===== config.mk =====
export PLATFORM = sky130hd
export DESIGN_NAME = sram_strobe_ctrl
export DESIGN_NICKNAME = d
export VERILOG_FILES = /design/src/rtl/sram_ctrl_pkg.sv /design/src/rtl/sram_phase_timer.sv /design/src/rtl/sram_seq_fsm.sv /design/src/rtl/sram_bus_io.sv /design/src/rtl/sram_strobe_ctrl.sv
export SDC_FILE = /design/constraint.sdc
export NUM_CORES = 1
export LEC_CHECK = 0
export CORE_MARGIN = 8
export CORE_UTILIZATION = 30
export DETAILED_ROUTE_END_ITERATION = 12
export PLACE_DENSITY = 0.68
export SYNTH_ARGS = -nofsm -noshare
export SYNTH_HDL_FRONTEND = slang
export SYNTH_HIERARCHICAL = 1
export SYNTH_SLANG_ARGS = --single-unit

===== constraint.sdc =====
create_clock -name clk -period 3.8 [get_ports clk]
set_clock_uncertainty 0.2 [all_clocks]
set_input_delay 0.76 -clock clk [delete_from_list [all_inputs] [get_ports clk]]
set_output_delay 0.76 -clock clk [all_outputs]
set_load 0.005 [all_outputs]

===== src/rtl/sram_ctrl_pkg.sv =====
`timescale 1ns/1ps
package sram_ctrl_pkg;

  typedef enum logic [2:0] {
    ST_IDLE, ST_RD, ST_RD_HZ, ST_WR_SET, ST_WR_PULSE, ST_WR_REC
  } seq_state_t;

  typedef struct packed {
    logic sel;
    logic wr;
    logic oe;
    logic drv;
  } strobe_t;

  // nanoseconds to whole clock cycles, rounded up, never below one
  function automatic int ns2cyc(input int ns, input int clk_ps);
    int c;
    c = (ns * 1000 + clk_ps - 1) / clk_ps;
    return (c < 1) ? 1 : c;
  endfunction

  function automatic int imax(input int a, input int b);
    return (a > b) ? a : b;
  endfunction

  function automatic int width_for(input int v);
    return $clog2(v + 1) + 1;
  endfunction

  // strobe levels that belong to each sequencer phase
  function automatic strobe_t strobe_of(input seq_state_t s);
    strobe_t o;
    o = '0;
    case (s)
      ST_RD:       begin o.sel = 1'b1; o.oe = 1'b1; end
      ST_WR_SET:   o.sel = 1'b1;
      ST_WR_PULSE: begin o.sel = 1'b1; o.wr = 1'b1; o.drv = 1'b1; end
      default:     o = '0;
    endcase
    return o;
  endfunction

endpackage


===== src/rtl/sram_phase_timer.sv =====
`timescale 1ns/1ps
module sram_phase_timer #(
  parameter int CNT_W = 5
) (
  input  logic             clk,
  input  logic             rst_n,
  input  logic             load,
  input  logic [CNT_W-1:0] load_val,
  output logic             zero
);
  logic [CNT_W-1:0] cnt_q;

  always_ff @(posedge clk or negedge rst_n) begin
    if (!rst_n)             cnt_q <= '0;
    else if (load)          cnt_q <= load_val;
    else if (cnt_q != '0)   cnt_q <= cnt_q - 1'b1;
  end

  assign zero = (cnt_q == '0);
endmodule


===== src/rtl/sram_seq_fsm.sv =====
`timescale 1ns/1ps
module sram_seq_fsm
  import sram_ctrl_pkg::*;
#(
  parameter int RD_CYC  = 9,
  parameter int HZ_CYC  = 3,
  parameter int WP_CYC  = 8,
  parameter int REC_CYC = 1,
  parameter int CNT_W   = 5
) (
  input  logic    clk,
  input  logic    rst_n,
  input  logic    start,
  input  logic    start_wr,
  output logic    idle,
  output logic    capture,
  output strobe_t strb
);
  localparam logic [CNT_W-1:0] LD_RD  = CNT_W'(RD_CYC - 1);
  localparam logic [CNT_W-1:0] LD_HZ  = CNT_W'(HZ_CYC - 1);
  localparam logic [CNT_W-1:0] LD_WP  = CNT_W'(WP_CYC - 1);
  localparam logic [CNT_W-1:0] LD_REC = CNT_W'(REC_CYC - 1);

  seq_state_t       st_q, st_nx;
  logic             t_load, t_zero;
  logic [CNT_W-1:0] t_val;

  sram_phase_timer #(.CNT_W(CNT_W)) u_timer (
    .clk(clk), .rst_n(rst_n), .load(t_load), .load_val(t_val), .zero(t_zero)
  );

  always_comb begin
    st_nx  = st_q;
    t_load = 1'b0;
    t_val  = '0;
    case (st_q)
      ST_IDLE: if (start) begin
        t_load = 1'b1;
        if (start_wr) st_nx = ST_WR_SET;
        else begin st_nx = ST_RD; t_val = LD_RD; end
      end
      ST_RD: if (t_zero) begin st_nx = ST_RD_HZ; t_load = 1'b1; t_val = LD_HZ; end
      ST_RD_HZ: if (t_zero) st_nx = ST_IDLE;
      ST_WR_SET: if (t_zero) begin st_nx = ST_WR_PULSE; t_load = 1'b1; t_val = LD_WP; end
      ST_WR_PULSE: if (t_zero) begin st_nx = ST_WR_REC; t_load = 1'b1; t_val = LD_REC; end
      ST_WR_REC: if (t_zero) st_nx = ST_IDLE;
      default: st_nx = ST_IDLE;
    endcase
  end

  always_ff @(posedge clk or negedge rst_n) begin
    if (!rst_n) begin
      st_q <= ST_IDLE;
      strb <= '0;
    end else begin
      st_q <= st_nx;
      strb <= strobe_of(st_nx);
    end
  end

  assign idle    = (st_q == ST_IDLE);
  assign capture = (st_q == ST_RD) && t_zero;

  AST_PULSE_AFTER_SETUP: assert property (@(posedge clk) disable iff (!rst_n)
    (st_q == ST_WR_PULSE && $past(st_q) != ST_WR_PULSE) |-> $past(st_q) == ST_WR_SET);
  AST_READ_EXIT_TO_HZ: assert property (@(posedge clk) disable iff (!rst_n)
    ($past(st_q) == ST_RD && st_q != ST_RD) |-> st_q == ST_RD_HZ);
endmodule


===== src/rtl/sram_bus_io.sv =====
`timescale 1ns/1ps
module sram_bus_io #(
  parameter int ADDR_W = 18,
  parameter int DATA_W = 8
) (
  input  logic              clk,
  input  logic              rst_n,
  input  logic              accept,
  input  logic [ADDR_W-1:0] req_addr,
  input  logic [DATA_W-1:0] req_wdata,
  input  logic              capture,
  input  logic [DATA_W-1:0] mem_dq_in,
  output logic [ADDR_W-1:0] mem_addr,
  output logic [DATA_W-1:0] mem_dq_out,
  output logic              rsp_valid,
  output logic [DATA_W-1:0] rsp_rdata
);
  always_ff @(posedge clk or negedge rst_n) begin
    if (!rst_n) begin
      mem_addr   <= '0;
      mem_dq_out <= '0;
    end else if (accept) begin
      mem_addr   <= req_addr;
      mem_dq_out <= req_wdata;
    end
  end

  always_ff @(posedge clk or negedge rst_n) begin
    if (!rst_n) begin
      rsp_valid <= 1'b0;
      rsp_rdata <= '0;
    end else begin
      rsp_valid <= capture;
      if (capture) rsp_rdata <= mem_dq_in;
    end
  end

  AST_RSP_SINGLE: assert property (@(posedge clk) disable iff (!rst_n)
    rsp_valid |=> !rsp_valid);
  AST_RSP_NOT_ON_ACCEPT: assert property (@(posedge clk) disable iff (!rst_n)
    accept |-> !rsp_valid);
endmodule


===== src/rtl/sram_strobe_ctrl.sv =====
`timescale 1ns/1ps
module sram_strobe_ctrl
  import sram_ctrl_pkg::*;
#(
  parameter int ADDR_W  = 18,
  parameter int DATA_W  = 8,
  parameter int CLK_PS  = 8000,
  parameter int T_RC_NS = 70,
  parameter int T_AA_NS = 70,
  parameter int T_CS_NS = 70,
  parameter int T_OE_NS = 40,
  parameter int T_HZ_NS = 20,
  parameter int T_WC_NS = 70,
  parameter int T_WP_NS = 50,
  parameter int T_CW_NS = 60,
  parameter int T_AW_NS = 60,
  parameter int T_DW_NS = 30
) (
  input  logic              clk,
  input  logic              rst_n,
  input  logic              req_valid,
  output logic              req_ready,
  input  logic              req_write,
  input  logic [ADDR_W-1:0] req_addr,
  input  logic [DATA_W-1:0] req_wdata,
  output logic              rsp_valid,
  output logic [DATA_W-1:0] rsp_rdata,
  output logic [ADDR_W-1:0] mem_addr,
  output logic              mem_cs1_n,
  output logic              mem_cs2,
  output logic              mem_we_n,
  output logic              mem_oe_n,
  output logic [DATA_W-1:0] mem_dq_out,
  output logic              mem_dq_oe,
  input  logic [DATA_W-1:0] mem_dq_in
);
  localparam int RD_CYC  = imax(imax(ns2cyc(T_RC_NS, CLK_PS), ns2cyc(T_AA_NS, CLK_PS)),
                                imax(ns2cyc(T_CS_NS, CLK_PS), ns2cyc(T_OE_NS, CLK_PS)));
  localparam int HZ_CYC  = ns2cyc(T_HZ_NS, CLK_PS);
  localparam int WP_CYC  = imax(imax(ns2cyc(T_WP_NS, CLK_PS), ns2cyc(T_CW_NS, CLK_PS)),
                                imax(ns2cyc(T_AW_NS, CLK_PS), ns2cyc(T_DW_NS, CLK_PS)));
  localparam int REC_CYC = imax(1, ns2cyc(T_WC_NS, CLK_PS) - WP_CYC - 1);
  localparam int CNT_W   = width_for(imax(imax(RD_CYC, HZ_CYC), imax(WP_CYC, REC_CYC)));

  strobe_t strb;
  logic    idle, rd_capture_ev;
  wire     accept_ev = req_valid & idle;

  sram_seq_fsm #(
    .RD_CYC(RD_CYC), .HZ_CYC(HZ_CYC), .WP_CYC(WP_CYC), .REC_CYC(REC_CYC), .CNT_W(CNT_W)
  ) u_fsm (
    .clk(clk), .rst_n(rst_n), .start(accept_ev), .start_wr(req_write),
    .idle(idle), .capture(rd_capture_ev), .strb(strb)
  );

  sram_bus_io #(.ADDR_W(ADDR_W), .DATA_W(DATA_W)) u_io (
    .clk(clk), .rst_n(rst_n), .accept(accept_ev), .req_addr(req_addr),
    .req_wdata(req_wdata), .capture(rd_capture_ev), .mem_dq_in(mem_dq_in),
    .mem_addr(mem_addr), .mem_dq_out(mem_dq_out), .rsp_valid(rsp_valid),
    .rsp_rdata(rsp_rdata)
  );

  assign req_ready = idle;
  assign mem_cs1_n = ~strb.sel;
  assign mem_cs2   = strb.sel;
  assign mem_we_n  = ~strb.wr;
  assign mem_oe_n  = ~strb.oe;
  assign mem_dq_oe = strb.drv;

  wire mem_selected = ~mem_cs1_n & mem_cs2;

  AST_IDLE_QUIET: assert property (@(posedge clk) disable iff (!rst_n)
    req_ready |-> (mem_cs1_n && !mem_cs2 && !mem_dq_oe));
  AST_SEL_LEADS_WE: assert property (@(posedge clk) disable iff (!rst_n)
    $fell(mem_we_n) |-> $past(mem_selected));
  AST_DRV_ON_WITH_WE: assert property (@(posedge clk) disable iff (!rst_n)
    $rose(mem_dq_oe) |-> $fell(mem_we_n));
  AST_DRV_OFF_WITH_WE: assert property (@(posedge clk) disable iff (!rst_n)
    $fell(mem_dq_oe) |-> $rose(mem_we_n));
  AST_ADDR_HOLD: assert property (@(posedge clk) disable iff (!rst_n)
    (mem_selected && $past(mem_selected)) |-> ($stable(mem_addr) && $stable(mem_dq_out)));
  AST_RSP_AFTER_OE: assert property (@(posedge clk) disable iff (!rst_n)
    rsp_valid |-> $past(!mem_oe_n));
  AST_OE_OFF_IN_WRITE: assert property (@(posedge clk) disable iff (!rst_n)
    !mem_we_n |-> mem_oe_n);
endmodule


Yosys cells after proc, flatten, opt, wreduce, memory -nomap -nowiden
Cells that the tools add are included.
{"block": "word_totals", "ff_bits": 46, "inputBits": 38, "output_inout_bits": 41, "word_cells": 50}
{"block": "op_classes", "addsub": 1, "n_eq_ne": 8, "n_mux": 20, "bitwise": 4, "reduce_logical": 8}
{"operator": "3-bit two-way mux", "count": 6}
{"operator": "5-bit two-way mux", "count": 3}
{"operator": "3-bit case mux with 5 select lines", "count": 1}
{"operator": "5-bit case mux with 3 select lines", "count": 1}
{"operator": "3-bit by 2-bit equality test with 1-bit output (second input constant)", "count": 3}
{"operator": "3-bit equality test (second input constant)", "count": 3}
{"operator": "3-bit by 1-bit equality test with 1-bit output (second input constant)", "count": 2}
{"operator": "3-bit OR reduction", "count": 2}
{"operator": "5-bit logical NOT", "count": 1}
{"operator": "1-bit two-way mux", "count": 5}
{"operator": "5-bit nonzero test", "count": 1}
{"operator": "5-bit by 1-bit subtractor with 5-bit output (second input constant)", "count": 1}
{"operator": "2-bit two-way mux", "count": 2}
{"operator": "4-bit two-way mux", "count": 1}
{"operator": "3-bit logical NOT", "count": 1}
{"operator": "1-bit NOT", "count": 3}
{"operator": "1-bit case mux with 2 select lines", "count": 1}
{"operator": "2-bit nonzero test", "count": 1}
{"operator": "2-bit OR reduction", "count": 1}
{"operator": "1-bit bitwise AND", "count": 1}
{"operator": "1-bit logical AND", "count": 1}

Longest topological paths before layout
{"block": "logic_depth", "word_depth": 7, "mapped_depth": 10, "ltp_nobuf": 8}

Cells and area by module
Netlist, hierarchy kept.
{"mod": "sram_bus_io", "instances": 1, "cells_each": 73, "area_each_um2": 1390.1, "seq_area_each_um2": 875.8}
{"mod": "sram_seq_fsm", "instances": 1, "cells_each": 39, "area_each_um2": 376.6, "seq_area_each_um2": 150.1}
{"mod": "sram_phase_timer", "instances": 1, "cells_each": 27, "area_each_um2": 279.0, "seq_area_each_um2": 125.1}
{"mod": "sram_strobe_ctrl", "instances": 1, "cells_each": 4, "area_each_um2": 17.5, "seq_area_each_um2": 0.0}

Worst setup path after synthesis
Ideal clock, no wire load.
{"block": "synth_path", "path_type": "reg2reg", "from": "reg u_fsm.u_timer.cnt_q[0]", "to": "reg u_io.rsp_rdata[0]", "setup_ns": 0.125, "t_arrival_ns": 1.961, "t_required_ns": 3.475, "slack_ns": 1.515, "path_stages_with_launch": 9, "path_buffers": 2, "period_less_slack_ns": 2.285, "path_cell_list": "dfrtp_1 inv_1 ha_1 nor4b_4 clkbuf_2 nand2_1 nor3_1 buf_2 mux2_2"}
{"block": "synth_between", "elab_chain_cells": 2}
{"item": "from (decl)", "line": "sram_phase_timer.sv:11", "text": "logic [CNT_W-1:0] cnt_q;"}
{"item": "from (signal assigned)", "line": "sram_phase_timer.sv:15", "text": "else if (load) cnt_q <= load_val;"}
{"item": "from (signal assigned)", "line": "sram_phase_timer.sv:16", "text": "else if (cnt_q != '0) cnt_q <= cnt_q - 1'b1;"}
{"item": "5-bit logical NOT", "line": "sram_phase_timer.sv:19", "text": "assign zero = (cnt_q == '0);"}
{"item": "named net u_fsm.t_zero", "line": "sram_seq_fsm.sv:25", "text": "logic t_load, t_zero;"}
{"item": "1-bit logical AND", "line": "sram_seq_fsm.sv:62", "text": "assign capture = (st_q == ST_RD) && t_zero;"}
{"item": "named net rd_capture_ev", "line": "sram_strobe_ctrl.sv:46", "text": "logic idle, rd_capture_ev;"}
{"item": "to (signal assigned)", "line": "sram_bus_io.sv:34", "text": "if (capture) rsp_rdata <= mem_dq_in;"}
{"item": "to (decl)", "line": "sram_bus_io.sv:16", "text": "output logic [DATA_W-1:0] rsp_rdata"}
The timed path passes the listed nets, and every way through them passes these cells.
A chain may end at the register's enable or synchronous reset.

Worst setup path in the final report
{"block": "layout_path", "from": "reg u_fsm.st_q[1]", "to": "out req_ready"}
{"block": "layout_between", "elab_chain_cells": 1}
{"item": "from (decl)", "line": "sram_seq_fsm.sv:24", "text": "seq_state_t st_q, st_nx;"}
{"item": "from (signal assigned)", "line": "sram_seq_fsm.sv:56", "text": "st_q <= st_nx;"}
{"item": "3-bit logical NOT", "line": "sram_seq_fsm.sv:61", "text": "assign idle = (st_q == ST_IDLE);"}
{"item": "to (decl)", "line": "sram_strobe_ctrl.sv:22", "text": "output logic req_ready,"}
No other way between the ends.

==> metrics.txt <==
YS warnings 6; wire length of the first global-routing pass between 7000 and 8000 microns; crit path DAT 1.80 ns; clock sink total 46; initial antenna violation count 0; met3 usage 3.59%; clk slew on worst S/H paths 0.08 ns; GRT busiest layer met2; Largest stage delay, worst path ~0.52 ns; leading post-synthesis cells by cell area dfrtp_1 (56%), mux2_4 (15%), mux2_2 (8.2%); Clock Power Share about an eighth; H-tree depth 2; Core Box Area roughly 6700 sq um; WP data required 2.84 ns; hold path start u_io/rsp_rdata[6]$_DFFE_PN0P_; Tot GR Track Use 9.77%; reg2reg start u_fsm/u_timer/cnt_q[0]$_DFFE_PN0P_; CP endpoint kind output port; clk root buf clkbuf_8; Mapped Nets 182; vias post-DR ~1300; CP Launch Type flip-flop; internal power about 1600 uW; GRT overflow 0; final setup TNS 0 ns; drt total wl roughly 4700 microns; CP Class flip-flop to output port; net switching power roughly 690 uW; Ports slightly below 80; RR Endpoint u_io/rsp_rdata[1]$_DFFE_PN0P_; largest net degree at the start of global routing between 40 and 50; RSZ-0062 raised after global routing false; flops & latches, synth 46; Tmin final 2.76 ns; WHS Endpoint u_io/rsp_rdata[6]$_DFFE_PN0P_; Hold-fix buffers, CTS 0; share of cells above drive strength 1 between 20 and 25%; Max VDD drop between 400 and 500 uV; Slew @ Worst Pin slightly above 1 ns; sequential share of the synthesized area 55.8%; FMAX roughly 0.36 GHz; Layout Utilization about 44%; sequential share of power 38.3%; met1 Use GR between 10% and 20%; Inserted Diodes 0; Slew headroom roughly 32%; Syn Inst Count about 140; nets@finish about 260; grt met2 use 17.3%; Pre-antenna DRT Iters 3; ANT nets after route 0; die area between 9000 and 10000 sq um; post-CTS setup buffer count 0; mapped cell area roughly 2100 sq um; TritonCTS buffer count 5; Final Max Tran Viols 0; synthesis-to-layout area growth 42.3%; Logic pwr share a little under 50%; vias in the first global route between 1000 and 1500; Final setup viols 0; hold crit path type flip-flop to flip-flop; Sw Share 30.0%; Die Y about 99 microns; Post-CTS Resized 0; routed length per instance 15.6 microns; hold depth 1; syn avg cell area around 14 sq um; hpwl dp around 3500 microns; reg2reg path depth 7; Crit Path Max Fanout 9; Worst path slowest cell clkdlybuf4s50_1; Cell variety after synth 33; Final period util 72.7%; Cell Chain, Critical Path or2_1 -> nor2_1 -> clkdlybuf4s50_1; Max Buffers Root-to-Sink 2; Yosys top cell area share approximately 56%; Clk Latency, worst-skew pair just under 0.3 ns; LEAKAGE 0.00124 uW; via density per instance about 4.4; Hold Fails Final Rpt 0; RePlAce Congestion approximately 0.72; DRC Markers 0; R2R Setup Slk between 1 and 1.5 ns; Initial Util ~31%; area leader, netlist dfrtp_1; DRT iter0 DRCs 29; CTS tree done; outcome completed; Pwr per Cell Area approximately 780 nW/um^2; Tot Pwr 2300 uW; PortBufs 78; Rows 30; Max Cap Viol 0; DIE WIDTH ~99 microns
stage by stage:
| stage | hold slack (ns) | worst slack (ns) | cells | area, sq um |
|---|---|---|---|---|
| 6_report | 0.310 | 1.04 | 300 | 2940 |
| 5_1_grt | 0.325 | 0.901 | 300 | 2940 |
| 4_1_cts | 0.315 | 1.02 | 300 | 2940 |
| 3_5_place_dp | 0.293 | 1.20 | 293 | 2860 |
| 3_3_place_gp | 0.289 | 1.26 | 293 | 2860 |
| 2_1_floorplan | 0.264 | 1.51 | 143 | 2060 |
logic make-up (layout without fill, tap and decap cells):
logic type	after synthesis	in the layout	synth area share, %
flops	46	46	55.8
mux	37	37	23.7
simple gates	21	21	6.85
buf+inv	20	97	6.67
compound gates	14	14	4.91
xor+xnor	3	3	1.27
fa+ha+maj	1	1	0.606
other cells	1	1	0.182
registers in the layout, summed over array words and instances, names as in the netlist:
signal / flops
u_fsm/strb: 3
u_fsm/u_timer/cnt_q: 5
u_io/rsp_valid: 1
u_io/mem_dq_out: 8
u_io/rsp_rdata: 8
u_io/mem_addr: 18
u_fsm/st_q: 3
area by class of cell:
class | count | area [sq um]
sequential | 46 | 1150
tap | 80 | 100
timing repair buffer | 80 | 791
inverter | 10 | 37.5
clock buffer | 6 | 72.6
fill | 606 | 3780
multi-input combinational | 77 | 776
clock inverter | 1 | 7.51
power groups by stage:
| stage | Sequential [uW] | Combinational (uW) | Clock [uW] |
|---|---|---|---|
| finish | 881 | 1130 | 284 |
| global route | 915 | 1230 | 324 |
| CTS | 885 | 1160 | 303 |
| global placement | 882 | 1140 | 0 |
| floorplan | 877 | 647 | 0 |
| detailed placement | 893 | 1150 | 0 |
layout by cell type (no fill, tap or decap), types with 3 or more instances in the layout:
master           instances
clkbuf_8                 5
nor3_1                   3
inv_1                   10
clkdlybuf4s50_1         77
nand2_1                  8
dfrtp_1                 46
xnor2_1                  3
mux2_4                  20
o31ai_1                  3
mux2_2                  15
worst max path at each step:
stage,from,endpoint,slack (ns),cells past startpoint
2_1_floorplan,u_fsm/u_timer/cnt_q[0]$_DFFE_PN0P_,u_io/rsp_rdata[0]$_DFFE_PN0P_,1.51,8
3_3_place_gp,req_valid,u_fsm/strb[1]$_DFF_PN0_,1.26,6
3_5_place_dp,u_fsm/u_timer/cnt_q[0]$_DFFE_PN0P_,u_fsm/u_timer/cnt_q[4]$_DFFE_PN0P_,1.20,6
4_1_cts,u_fsm/st_q[1]$_DFF_PN0_,req_ready,1.02,3
5_1_grt,u_fsm/u_timer/cnt_q[0]$_DFFE_PN0P_,u_fsm/u_timer/cnt_q[1]$_DFFE_PN0P_,0.90,7
6_report,u_fsm/st_q[1]$_DFF_PN0_,req_ready,1.04,3
Yosys cell counts:
library cell / number
conb_1: 1
nor3b_1: 1
and2_2: 1
nor4b_4: 2
clkbuf_1: 1
nand2_1: 8
o21ai_0: 2
and2_1: 1
o31ai_2: 1
or2_1: 1
buf_4: 1
buf_6: 3
o21ai_2: 1
mux2i_1: 2
nand3_1: 1
o31ai_1: 3
a221oi_1: 1
xnor2_1: 3
o22ai_1: 1
mux2_2: 15
inv_1: 10
a21oi_1: 2
dfrtp_1: 46
mux2_4: 20
nor2_1: 2
o32ai_1: 2
buf_2: 2
and3b_1: 1
buf_12: 2
ha_1: 1
o21ai_1: 1
nor3_1: 3
clkbuf_2: 1
critical path: cells and delay by family, from the launching register on:
family                 cells  cell delay [ns]
DFF                        1             0.47
and+or+nand+nor            2             0.52
buffers and inverters      1             0.52
routing by layer:
| layer | wire (microns) | vias to the layer above |
|---|---|---|
| met1 | 1980 | 649 |
| met3 | 288 | 6 |
| met2 | 2360 | 41 |
| met5 | 0 | - |
| met4 | 48 | 0 |
| li1 | - | 636 |
Note: power is estimated with default switching activity, not from simulation.
